==> config.mk <==
export PLATFORM = sky130hd
export DESIGN_NAME = strb_in_chan
export DESIGN_NICKNAME = d
export VERILOG_FILES = /design/src/rtl/strb_in_pkg.sv /design/src/rtl/strb_sync.sv /design/src/rtl/strb_edge.sv /design/src/rtl/strb_hs_core.sv /design/src/rtl/strb_in_chan.sv
export SDC_FILE = /design/constraint.sdc
export NUM_CORES = 1
export LEC_CHECK = 0
export BUFFER_PORTS_ARGS = -buffer_cell sky130_fd_sc_hd__buf_2
export CAP_MARGIN = 20
export CORE_UTILIZATION = 46
export CTS_CLUSTER_SIZE = 10
export DETAILED_ROUTE_END_ITERATION = 8
export PLACE_DENSITY = 0.84
export REMOVE_ABC_BUFFERS = 1
export SLEW_MARGIN = 20
export SYNTH_ARGS = -nofsm -noshare
export SYNTH_HDL_FRONTEND = slang
export SYNTH_SLANG_ARGS = --single-unit
==> constraint.sdc <==
create_clock -name clk -period 0.9 [get_ports clk]
set_input_delay 0.225 -clock clk [delete_from_list [all_inputs] [get_ports clk]]
set_output_delay 0.225 -clock clk [all_outputs]
set_load 0.005 [all_outputs]
==> src/rtl/strb_in_pkg.sv <==
package strb_in_pkg;

   localparam int STAT_W = 8;
   localparam int SEL_W  = 3;

   // port C bit that carries the enable command for each channel
   function automatic int ctrl_bit(input int chan_b);
      return (chan_b != 0) ? 2 : 4;
   endfunction

   typedef struct packed {
      logic full;
      logic enable;
      logic irq;
   } hs_state_t;

endpackage

==> src/rtl/strb_sync.sv <==
module strb_sync #(
   parameter int         WIDTH   = 1,
   parameter int         STAGES  = 2,
   parameter logic [0:0] RST_VAL = 1'b0
) (
   input  logic             clk,
   input  logic             rst,
   input  logic [WIDTH-1:0] d_async,
   output logic [WIDTH-1:0] d_sync
);

   localparam logic [WIDTH-1:0] INIT = {WIDTH{RST_VAL}};

   generate
      if (STAGES < 2) begin : g_bad_stages
         $error("strb_sync: STAGES must be at least 2");
      end
      if (WIDTH < 1) begin : g_bad_width
         $error("strb_sync: WIDTH must be at least 1");
      end
   endgenerate

   logic [WIDTH-1:0] chain_q [STAGES];

   always_ff @(posedge clk) begin
      if (rst) chain_q[0] <= INIT;
      else     chain_q[0] <= d_async;
   end

   generate
      for (genvar s = 1; s < STAGES; s++) begin : g_stage
         always_ff @(posedge clk) begin
            if (rst) chain_q[s] <= INIT;
            else     chain_q[s] <= chain_q[s-1];
         end
      end
   endgenerate

   assign d_sync = chain_q[STAGES-1];

endmodule

==> src/rtl/strb_edge.sv <==
module strb_edge (
   input  logic clk,
   input  logic rst,
   input  logic stb_s,
   output logic fall,
   output logic level_hi
);

   logic prev_q;

   always_ff @(posedge clk) begin
      if (rst) prev_q <= 1'b1;
      else     prev_q <= stb_s;
   end

   assign fall     = prev_q & ~stb_s;
   assign level_hi = stb_s;


   fall_single_chk: assert property (@(posedge clk) disable iff (rst)
      fall |=> !fall);

endmodule

==> src/rtl/strb_hs_core.sv <==
module strb_hs_core
   import strb_in_pkg::*;
#(
   parameter int WIDTH    = 8,
   parameter int CTRL_BIT = 4
) (
   input  logic             clk,
   input  logic             rst,
   input  logic             fall,
   input  logic             level_hi,
   input  logic [WIDTH-1:0] pins_s,
   input  logic             host_rd,
   input  logic             bsr_we,
   input  logic [SEL_W-1:0] bsr_sel,
   input  logic             bsr_val,
   output logic [WIDTH-1:0] data_q,
   output hs_state_t        st
);

   localparam logic [SEL_W-1:0] SEL_HIT = SEL_W'(CTRL_BIT);

   generate
      if (CTRL_BIT < 0 || CTRL_BIT > 7) begin : g_bad_bit
         $error("strb_hs_core: CTRL_BIT out of range");
      end
   endgenerate

   logic ibf_q, inte_q, intr_q;
   logic sel_hit;

   assign sel_hit = bsr_we && (bsr_sel == SEL_HIT);

   always_ff @(posedge clk) begin
      if (rst) begin
         inte_q <= 1'b0;
      end else if (sel_hit) begin
         inte_q <= bsr_val;
      end
   end

   always_ff @(posedge clk) begin
      if (rst) begin
         data_q <= '0;
         ibf_q  <= 1'b0;
      end else if (fall) begin
         data_q <= pins_s;
         ibf_q  <= 1'b1;
      end else if (host_rd) begin
         ibf_q  <= 1'b0;
      end
   end

   always_ff @(posedge clk) begin
      if (rst) intr_q <= 1'b0;
      else     intr_q <= !host_rd && ibf_q && inte_q && level_hi;
   end

   assign st.full   = ibf_q;
   assign st.enable = inte_q;
   assign st.irq    = intr_q;


   intr_needs_enable_chk: assert property (@(posedge clk) disable iff (rst)
      !inte_q |=> !intr_q);


   intr_needs_full_chk: assert property (@(posedge clk) disable iff (rst)
      intr_q |-> ibf_q);


   capture_data_chk: assert property (@(posedge clk) disable iff (rst)
      fall |=> (ibf_q && data_q == $past(pins_s)));


   read_clear_chk: assert property (@(posedge clk) disable iff (rst)
      (host_rd && !fall) |=> (!ibf_q && !intr_q && $stable(data_q)));


   bsr_other_bit_chk: assert property (@(posedge clk) disable iff (rst)
      (bsr_we && bsr_sel != SEL_HIT) |=> $stable(inte_q));


   hold_latch_chk: assert property (@(posedge clk) disable iff (rst)
      !fall |=> $stable(data_q));

endmodule

==> src/rtl/strb_in_chan.sv <==
module strb_in_chan
   import strb_in_pkg::*;
#(
   parameter int WIDTH       = 8,
   parameter int SYNC_STAGES = 2,
   parameter int CHAN_B      = 0
) (
   input  logic               clk,
   input  logic               rst,
   input  logic               stb_n,
   input  logic [WIDTH-1:0]   pins,
   input  logic               host_rd,
   input  logic               bsr_we,
   input  logic [SEL_W-1:0]   bsr_sel,
   input  logic               bsr_val,
   output logic [WIDTH-1:0]   rx_data,
   output logic               ibf,
   output logic               intr,
   output logic               inte,
   output logic [STAT_W-1:0]  status
);

   localparam int CTRL_BIT = ctrl_bit(CHAN_B);

   logic             stb_s;
   logic [WIDTH-1:0] pins_s;
   logic             fall, level_hi;
   hs_state_t        st;

   strb_sync #(.WIDTH(1), .STAGES(SYNC_STAGES), .RST_VAL(1'b1)) u_stb_sync (
      .clk     (clk),
      .rst     (rst),
      .d_async (stb_n),
      .d_sync  (stb_s)
   );

   strb_sync #(.WIDTH(WIDTH), .STAGES(SYNC_STAGES), .RST_VAL(1'b0)) u_pin_sync (
      .clk     (clk),
      .rst     (rst),
      .d_async (pins),
      .d_sync  (pins_s)
   );

   strb_edge u_edge (
      .clk      (clk),
      .rst      (rst),
      .stb_s    (stb_s),
      .fall     (fall),
      .level_hi (level_hi)
   );

   strb_hs_core #(.WIDTH(WIDTH), .CTRL_BIT(CTRL_BIT)) u_core (
      .clk      (clk),
      .rst      (rst),
      .fall     (fall),
      .level_hi (level_hi),
      .pins_s   (pins_s),
      .host_rd  (host_rd),
      .bsr_we   (bsr_we),
      .bsr_sel  (bsr_sel),
      .bsr_val  (bsr_val),
      .data_q   (rx_data),
      .st       (st)
   );

   assign ibf  = st.full;
   assign intr = st.irq;
   assign inte = st.enable;

   generate
      if (CHAN_B != 0) begin : g_stat_b
         assign status = {5'b00000, st.enable, st.full, st.irq};
      end else begin : g_stat_a
         assign status = {2'b00, st.full, st.enable, st.irq, 3'b000};
      end
   endgenerate


   status_count_chk: assert property (@(posedge clk) disable iff (rst)
      $countones(status) == ($countones({ibf, inte, intr})));

endmodule

==> results of run 1 <==
## kinds of logic (layout without fill, tap and decap cells)
group                  after synthesis  count (layout)  share of synthesized area (%)
and+or+nand+nor                     42              43                          22.91
AOI/OAI and AO/OA                    9               9                          4.633
other                                1               5                         0.3857
buffers and inverters               13              44                          9.266
DFF                                 30              30                          61.78
muxes                                1               1                          1.030
## routing by layer
layer / GRT usage (%) / routed length [µm]
met3: 9.811 / 88
met4: 8.889 / 17
met5: 0 / 0
met2: 23.51 / 858
met1: 15.38 / 729
## synth_stat cells
| cell | n | area, µm² |
|---|---|---|
| nor2b_1 | 17 | 106.4 |
| buf_6 | 1 | 11.26 |
| conb_1 | 1 | 3.750 |
| mux2i_1 | 1 | 10.01 |
| buf_4 | 8 | 60.06 |
| nand2_1 | 17 | 63.81 |
| nand2b_1 | 2 | 12.51 |
| nor3_1 | 1 | 5.000 |
| dfxtp_1 | 30 | 600.6 |
| and4bb_2 | 1 | 12.51 |
| a21oi_1 | 9 | 45.04 |
| or2_2 | 3 | 18.77 |
| clkbuf_1 | 1 | 3.750 |
| nor2_1 | 1 | 3.750 |
| buf_2 | 3 | 15.01 |
## sequential cells by signal (all words and copies together), names as in the netlist
| signal | flops |
|---|---|
| u_core.ibf_q | 1 |
| u_edge.prev_q | 1 |
| u_core.data_q | 8 |
| u_pin_sync.chain_q | 16 |
| u_core.intr_q | 1 |
| u_core.inte_q | 1 |
| u_stb_sync.chain_q | 2 |
## area by class of cell
type | instances | area, µm² | share of cell area, %
clock buffer | 6 | 51.30 | 3.861
sequential | 30 | 619.3 | 46.61
timing repair buffer | 36 | 224.0 | 16.86
clock inverter | 2 | 60.06 | 4.520
tap | 27 | 33.78 | 2.542
multi-input combinational | 58 | 340.3 | 25.61
## what timing repair did
item                       4_1_cts  5_1_grt
gates cloned                     0        1
setup endpoints to repair       23       23
pin swaps                        0        1
buffers inserted                 0        3
resized for setup               15       14
## how the worst min path moves through the flow
stage / startpoint / endpoint / slack (ns)
after floorplan: rst / u_core.data_q[0] / 0.29
after global placement: u_stb_sync.chain_q[0] / u_stb_sync.chain_q[1] / 0.39
after detailed placement: u_stb_sync.chain_q[0] / u_stb_sync.chain_q[1] / 0.40
after CTS: stb_n / u_stb_sync.chain_q[0] / 0.07
after global routing: stb_n / u_stb_sync.chain_q[0] / 0.07
final: stb_n / u_stb_sync.chain_q[0] / 0.09
## power groups by stage
stage | clock network, W | logic [W] | registers [W]
finish | 0.00138 | 0.000144 | 0.00139
global route | 0.00146 | 0.000162 | 0.00139
CTS | 0.00141 | 0.000128 | 0.00139
detailed placement | 0 | 0.000122 | 0.00142
global placement | 0 | 0.000116 | 0.00141
floorplan | 0 | 0.0000483 | 0.00141
## cell usage in the layout, fill, tap and decap left out, types with 2 or more instances in the layout
| master | instances |
|---|---|
| buf_6 | 5 |
| clkbuf_4 | 5 |
| bufinv_16 | 2 |
| buf_2 | 26 |
| buf_4 | 5 |
| a21oi_2 | 4 |
| nand2_1 | 16 |
| dfxtp_1 | 17 |
| nor2b_1 | 16 |
| conb_1 | 5 |
| a21oi_1 | 5 |
| or2_2 | 2 |
| dfxtp_2 | 12 |
## stage by stage
step	total power, W	area [µm²]	setup TNS (ns)	util (%)
floorplan	0.001463	897.1	0	-
detailed placement	0.001539	1104	-0.3998	55.68
global placement	0.001529	1104	-0.05734	55.68
finish	0.002914	1329	-1.268	67.05
global route	0.003016	1329	-1.866	67.05
CTS	0.002926	1246	-1.558	62.88
==> reports/metrics.csv, run 1 <==
stage,metric,value,unit
critical_path,critPathLaunchType,register,
critical_path,slowest_delay,0.36,ns
clock_tree,cts.sink_count,30,
floorplan,die_x,47.97,µm
critical_path,reg2reg_to,u_core.data_q[6],
clock_tree,clockBufferDepth,2,
critical_path,end_kind,output port,
routing,drtIter0Drc,4,
clock_tree,clk_pin_slew_worst_paths,0.09,ns
grt,antenna_found_initial,0,
placed_design,gp_routability_congestion,0.5871,
critical_path,crit_path_end,status[4],
final_layout,nets,148,
clock_tree,clk_latency,0.32,ns
timing,fin_crit_sh,111.8,%
routing,drc,0,
placed_design,pre_cts_ws,-0.08146,ns
yosys,syn_avg_cell_area,10.13,µm²
critical_path,crit_type,reg -> out,
routing,vias,695,
timing,slew_viol_final,0,
power,ir_drop,1.712,mV
power,share_seq_of_total_power,47.6,%
final_layout,n_antenna_cell,0,
critical_path,crit_required,0.67,ns
worst_hold_path,min_path_cells,2,
final_layout,area_delta_synth_final,36.68,%
yosys,netlist_instances,96,
yosys,ys_types,15,
power,p_int,0.002392,W
critical_path,path_depth,1,
placed_design,port_buffers,30,
power,powerDensity,2193,nW/µm²
timing,hold_ws,0.09297,ns
critical_path,cp_top_family,flip-flops,
yosys,ys_ff_latch,30,
grt,grt_util_all_layers,15.19,%
clock_tree,cts_tree,built,
final_layout,final_cells,159,
critical_path,cp.arrival,0.78,ns
grt,grt_pass1_vias,529,
critical_path,path_max_fanout,4,
worst_hold_path,hold_class,in -> reg,
outcome,status,"finished, violations left",
timing,layout_setup_ws,-0.1061,ns
clock_tree,cts_made_buffers,5,
yosys,synth_warnings,0,
yosys,synth.yosys.seq_area_share,61.78,%
placed_design,dpl.cell_count,147,
routing,wire_per_inst,10.65,µm
flow_run,cap_violations,0,
floorplan,dieArea,2301,µm²
power,p_switching,0.0005211,W
critical_path,r2r_cells,4,
grt,grt_max_degree,17,
final_layout,drive_above_1_share,52.27,%
routing,drtAntennaViolNets,0,
timing,finClkSkew,0.01333,ns
floorplan,std_cell_rows,16,
floorplan,core,1982,µm²
final_layout,fillers,152,
critical_path,r2r_slack,0.04,ns
clock_tree,cts_hold_repair.buffers,0,
routing,avgViaCountPerCell,4.371,
timing,period_needed,1.006,ns
routing,wl,1693,µm
grt,grt_pass1_wl,2194,µm
floorplan,ioPinCount,36,
floorplan,start_util,49.05,%
critical_path,crit_slowest_cell,dfxtp_2,
outcome,violations,setup timing,
timing,hold_viol,0,
clock_tree,htreeDepth,2,
critical_path,r2r-start,u_edge.prev_q,
timing,rsz0062_at_grt,yes,
power,pwr-share-clk,47.4,%
timing,setup_viol,14,
placed_design,dp_hpwl,1074,µm
power,p_comb_share,4.9,%
critical_path,crit_chain,buf_2,
clock_tree,root_buffer,clkbuf_4,
power,p_leak,0.5929,nW
routing,firstDrtPassIters,4,
critical_path,worst-path-buf-inv,1,
timing,max_freq,0.9939,GHz
yosys,synth_area,972.2,µm²
critical_path,cp-startpoint,u_core.inte_q,
floorplan,die_height,47.97,µm
grt,grt_overflow,0,
power,swShare,17.89,%
No activity file was read; power rests on OpenSTA's default activity.
==> run 2, diff against run 1 <==
--- a/config.mk
+++ b/config.mk
@@ -10,7 +10,7 @@
 export CORE_UTILIZATION = 46
 export CTS_CLUSTER_SIZE = 10
 export DETAILED_ROUTE_END_ITERATION = 8
-export PLACE_DENSITY = 0.84
+export PLACE_DENSITY_LB_ADDON = 0.12
 export REMOVE_ABC_BUFFERS = 1
 export SLEW_MARGIN = 20
 export SYNTH_ARGS = -nofsm -noshare
==> run 2 against run 1 <==
  * The flow still finishes with violations (setup timing)
  * Highest routed layer unchanged
  * Design area shrank 4.9%
  * Critical endpoint is now status[3]
  * Critical path depth is the same
  * Combinational power is essentially flat
  * Clock skew shrank 0.0057 ns
  * Non-clock buffer count is the same
  * Setup slack gained 0.022 ns
==> reports/metrics.csv, run 2 (synthesis results as in run 1) <==
stage,metric,value,unit
final_layout,n_antenna_cell,0,
floorplan,die_height,47.97,µm
critical_path,crit_slowest_cell,dfxtp_2,
placed_design,dp_hpwl,939.7,µm
final_layout,largest_registers,"u_pin_sync.chain_q x16, u_core.data_q x8, u_stb_sync.chain_q x2",
final_layout,final_cells,158,
final_layout,final_cell_mix,"buf_2, nor2b_1, dfxtp_1, nand2_1, dfxtp_2",
critical_path,cp.arrival,0.76,ns
timing,hold_viol,0,
timing,slew_viol_final,0,
outcome,violations,setup timing,
final_layout,utilization,63.76,%
grt,grt_overflow,0,
timing,rsz0062_at_grt,yes,
floorplan,std_cell_rows,16,
grt,grt_pass1_vias,433,
final_layout,fillers,176,
flow_run,cap_violations,0,
final_layout,regMostFlops,u_pin_sync.chain_q,
power,p_leak,0.5612,nW
clock_tree,cts_tree,built,
timing,max_freq,1.017,GHz
clock_tree,clk_pin_slew_worst_paths,0.09,ns
final_layout,area_delta_synth_final,29.99,%
clock_tree,root_buffer,clkbuf_4,
grt,grt_pass1_wl,1842,µm
timing,fin_crit_sh,109.3,%
grt,grt_util_all_layers,13.53,%
critical_path,critPathLaunchType,register,
placed_design,port_buffers,30,
routing,drtIter0Drc,4,
floorplan,start_util,49.05,%
critical_path,cp_top_family,flip-flops,
final_layout,largest_reg_flops,16,
final_layout,layout_commonest_cell,buf_2,
routing,avgViaCountPerCell,4.234,
outcome,status,"finished, violations left",
final_layout,nets,147,
floorplan,core,1982,µm²
timing,setup_tns,-1.113,ns
power,ir_drop,1.422,mV
worst_hold_path,hold_class,in -> reg,
clock_tree,htreeDepth,2,
critical_path,end_kind,output port,
floorplan,ioPinCount,36,
clock_tree,cts_made_buffers,5,
critical_path,crit_chain,buf_2,
clock_tree,clockBufferDepth,2,
routing,firstDrtPassIters,2,
critical_path,worst-path-buf-inv,1,
floorplan,dieArea,2301,µm²
timing,setup_viol,14,
routing,drc,0,
placed_design,gp_routability_congestion,0.6322,
timing,period_needed,0.9837,ns
routing,wire_per_inst,9.190,µm
critical_path,slowest_delay,0.33,ns
critical_path,crit_required,0.67,ns
power,powerDensity,1841,nW/µm²
timing,finClkSkew,0.007634,ns
placed_design,dpl.cell_count,149,
floorplan,die_x,47.97,µm
routing,vias,669,
grt,antenna_found_initial,0,
grt,grt_max_degree,24,
clock_tree,cts.sink_count,30,
critical_path,path_max_fanout,2,
critical_path,crit_type,reg -> out,
clock_tree,clk_latency,0.32,ns
final_layout,drive_above_1_share,50.38,%
routing,drtAntennaViolNets,0,
routing,wl,1452,µm
timing,layout_setup_ws,-0.08371,ns
run 2: per-layer routing:
metal | global-route usage [%] | up-vias | share of wire [%]
met5 | 0 | - | 0
met4 | 11.67 | 0 | 2.6
met3 | 9.057 | 4 | 5.7
met2 | 19.19 | 27 | 49
met1 | 13.46 | 287 | 43
li1 | - | 351 | -
run 2: repair_timing:
action / CTS / global route
pin swaps: 0 / 2
setup endpoints to repair: 20 / 22
gates resized for setup: 11 / 12
buffers inserted: 1 / 0
hold buffers: 0 / 0
run 2: layout make-up:
cell class	instances	area, µm²	area share [%]
flip-flops and latches	30	616.8	48.81
clock buffers	7	55.05	4.356
repair buffers	36	232.7	18.42
clock inverters	1	5.005	0.3960
well taps	27	33.78	2.673
multi-input cells	57	320.3	25.35
run 2: stage by stage:
step	hold WS (ns)	setup WS, ns	power [W]	area (µm²)
4_1_cts	0.07583	-0.1042	0.002358	1219
2_1_floorplan	0.2941	0.002688	0.001463	897.1
3_3_place_gp	0.3951	-0.03497	0.001545	1131
5_1_grt	0.07856	-0.1410	0.002460	1264
3_5_place_dp	0.3989	-0.05323	0.001549	1131
6_report	0.09033	-0.08371	0.002326	1264
run 2: final timing paths:
kind | slack, ns | depth (start not counted) | to | from
setup / recovery | -0.08 | 1 | status[3] | u_core.intr_q
hold / removal | 0.09 | 2 | u_stb_sync.chain_q[0] | stb_n
setup reg to reg | 0.01 | 4 | u_core.data_q[4] | u_edge.prev_q
hold reg to reg | 0.41 | 1 | u_stb_sync.chain_q[1] | u_stb_sync.chain_q[0]
run 2: power by group:
group / total (W) / switching, W / leakage [nW] / internal [W]
logic: 0.000142 / 0.0000603 / 0.275 / 0.0000816
registers: 0.00139 / 0.0000142 / 0.251 / 0.00137
clock network: 0.000797 / 0.000419 / 0.0353 / 0.000378
total: 0.00233 / 0.000493 / 0.561 / 0.00183
==> run 3, diff against run 2 <==
--- a/config.mk
+++ b/config.mk
@@ -7,7 +7,9 @@
 export LEC_CHECK = 0
 export BUFFER_PORTS_ARGS = -buffer_cell sky130_fd_sc_hd__buf_2
 export CAP_MARGIN = 20
-export CORE_UTILIZATION = 46
+export CELL_PAD_IN_SITES_DETAIL_PLACEMENT = 1
+export CELL_PAD_IN_SITES_GLOBAL_PLACEMENT = 1
+export CORE_UTILIZATION = 34
 export CTS_CLUSTER_SIZE = 10
 export DETAILED_ROUTE_END_ITERATION = 8
 export PLACE_DENSITY_LB_ADDON = 0.12
==> run 3 against run 2 <==
  * The flow still finishes with violations (setup timing)
  * Clock skew decreased by 0.0032 ns
  * Total power decreased by 1.7%
  * Worst hold slack improved by 0.0044 ns
  * Design area increased by 4.6%
==> reports/metrics.csv, run 3 (synthesis results as in run 1) <==
stage,metric,value,unit
timing,layout_setup_ws,-0.07873,ns
routing,vias,694,
timing,hold_viol,0,
power,p_leak,0.6153,nW
critical_path,crit_required,0.67,ns
placed_design,place_area,1159,µm²
grt,grt_pass1_wl,2815,µm
critical_path,cp.arrival,0.75,ns
critical_path,crit_slowest_cell,dfxtp_2,
timing,setup_tns,-1.005,ns
flow_run,cap_violations,0,
routing,avgViaCountPerCell,4.232,
timing,period_needed,0.9787,ns
clock_tree,clockBufferDepth,2,
critical_path,slowest_delay,0.33,ns
final_layout,nets,151,
clock_tree,cts_tree,built,
placed_design,pre_cts_ws,-0.05900,ns
clock_tree,htreeDepth,2,
clock_tree,cts_made_buffers,5,
critical_path,crit_type,reg -> out,
grt,grt_overflow,0,
floorplan,start_util,35.56,%
final_layout,layout_commonest_cell,buf_2,
routing,firstDrtPassIters,2,
floorplan,ioPinCount,36,
clock_tree,cts.sink_count,30,
power,powerDensity,1730,nW/µm²
power,share_seq_of_total_power,60.7,%
final_layout,final_area,1321,µm²
final_layout,drive_above_1_share,56.39,%
floorplan,core,2734,µm²
outcome,violations,setup timing,
timing,slew_viol_final,0,
routing,wl,1620,µm
clock_tree,clk_latency,0.31,ns
floorplan,die_height,55.47,µm
critical_path,cp_top_family,flip-flops,
final_layout,largest_registers,"u_pin_sync.chain_q x16, u_core.data_q x8, u_stb_sync.chain_q x2",
final_layout,final_cell_mix,"buf_2, dfxtp_1, nor2b_1, nand2_1, dfxtp_2",
power,p_switching,0.0004680,W
power,p_comb_share,7.2,%
floorplan,dieArea,3077,µm²
placed_design,port_buffers,30,
timing,setup_viol,15,
worst_hold_path,hp-start,stb_n,
critical_path,critPathLaunchType,register,
clock_tree,clk_pin_slew_worst_paths,0.08,ns
routing,drc,0,
final_layout,regMostFlops,u_pin_sync.chain_q,
power,ir_drop,1.031,mV
worst_hold_path,hold_class,in -> reg,
routing,drtAntennaViolNets,0,
critical_path,worst-path-buf-inv,1,
routing,drtIter0Drc,3,
floorplan,die_x,55.47,µm
final_layout,area_delta_synth_final,35.91,%
critical_path,end_kind,output port,
critical_path,path_max_fanout,2,
worst_hold_path,holdPathEnd,u_stb_sync.chain_q[0],
critical_path,crit_chain,buf_2,
placed_design,dp_hpwl,1202,µm
timing,max_freq,1.022,GHz
timing,finClkSkew,0.004481,ns
power,swShare,20.47,%
critical_path,r2r_cells,5,
routing,wire_per_inst,9.878,µm
grt,antenna_found_initial,0,
worst_hold_path,min_path_cells,2,
outcome,status,"finished, violations left",
power,p_int,0.001818,W
critical_path,r2r-start,u_edge.prev_q,
critical_path,r2r_slack,-0.01,ns
timing,rsz0062_at_grt,yes,
critical_path,cp-startpoint,u_core.data_q[5],
power,pwr-share-clk,32.1,%
timing,fin_crit_sh,108.7,%
placed_design,gp_routability_congestion,0.6617,
final_layout,n_antenna_cell,0,
critical_path,reg2reg_to,u_core.data_q[7],
floorplan,std_cell_rows,19,
clock_tree,root_buffer,clkbuf_4,
grt,grt_util_all_layers,12.27,%
final_layout,largest_reg_flops,16,
grt,grt_max_degree,12,
grt,grt_pass1_vias,671,
[run 3: power by group through the flow]
stage,combinational [W],sequential (W),clock (W)
after floorplan,0.0000483,0.00141,0
after global placement,0.000143,0.00141,0
after detailed placement,0.000146,0.00142,0
after CTS,0.000153,0.00139,0.000778
after global routing,0.000182,0.00139,0.000869
final,0.000165,0.00139,0.000735
[run 3: metal layers]
layer / vias up / track usage, % / routed length [µm]
met5: - / 0 / 0
met2: 29 / 18.42 / 764
met1: 303 / 13.57 / 701
met4: 0 / 6.429 / 39
met3: 5 / 7.260 / 115
li1: 357 / - / -
[run 3: what timing repair did]
item,4_1_cts,5_1_grt
pin swaps,0,6
setup buffers,1,1
endpoints found under the setup margin,22,21
cloned,0,0
resized for setup,18,16
hold buffers,0,0
[run 3: cell type report]
cell class                 instances  area, µm²
fill                             318       1413
sequential                        30      619.3
multi-input combinational         57      352.8
timing repair buffer              40      259.0
clock buffer                       6      51.30
tap                               31      38.79
[run 3: worst max path at each step]
stage | end | slack (ns) | depth (start not counted)
floorplan | u_core.data_q[0] | 0.003 | 3
global placement | u_core.inte_q | -0.03 | 4
detailed placement | u_core.inte_q | -0.06 | 4
CTS | rx_data[7] | -0.1 | 1
global route | rx_data[5] | -0.14 | 1
finish | rx_data[5] | -0.08 | 1
[run 3: stage by stage]
step                instances  power [W]  utilization, %  hold slack, ns
floorplan                  87   0.001463               -          0.2941
global placement          156   0.001558           42.38          0.4008
detailed placement        156   0.001563           42.38          0.4024
CTS                       163   0.002317           45.90         0.07752
global route              164   0.002445           48.33         0.07403
finish                    164   0.002286           48.33         0.09470
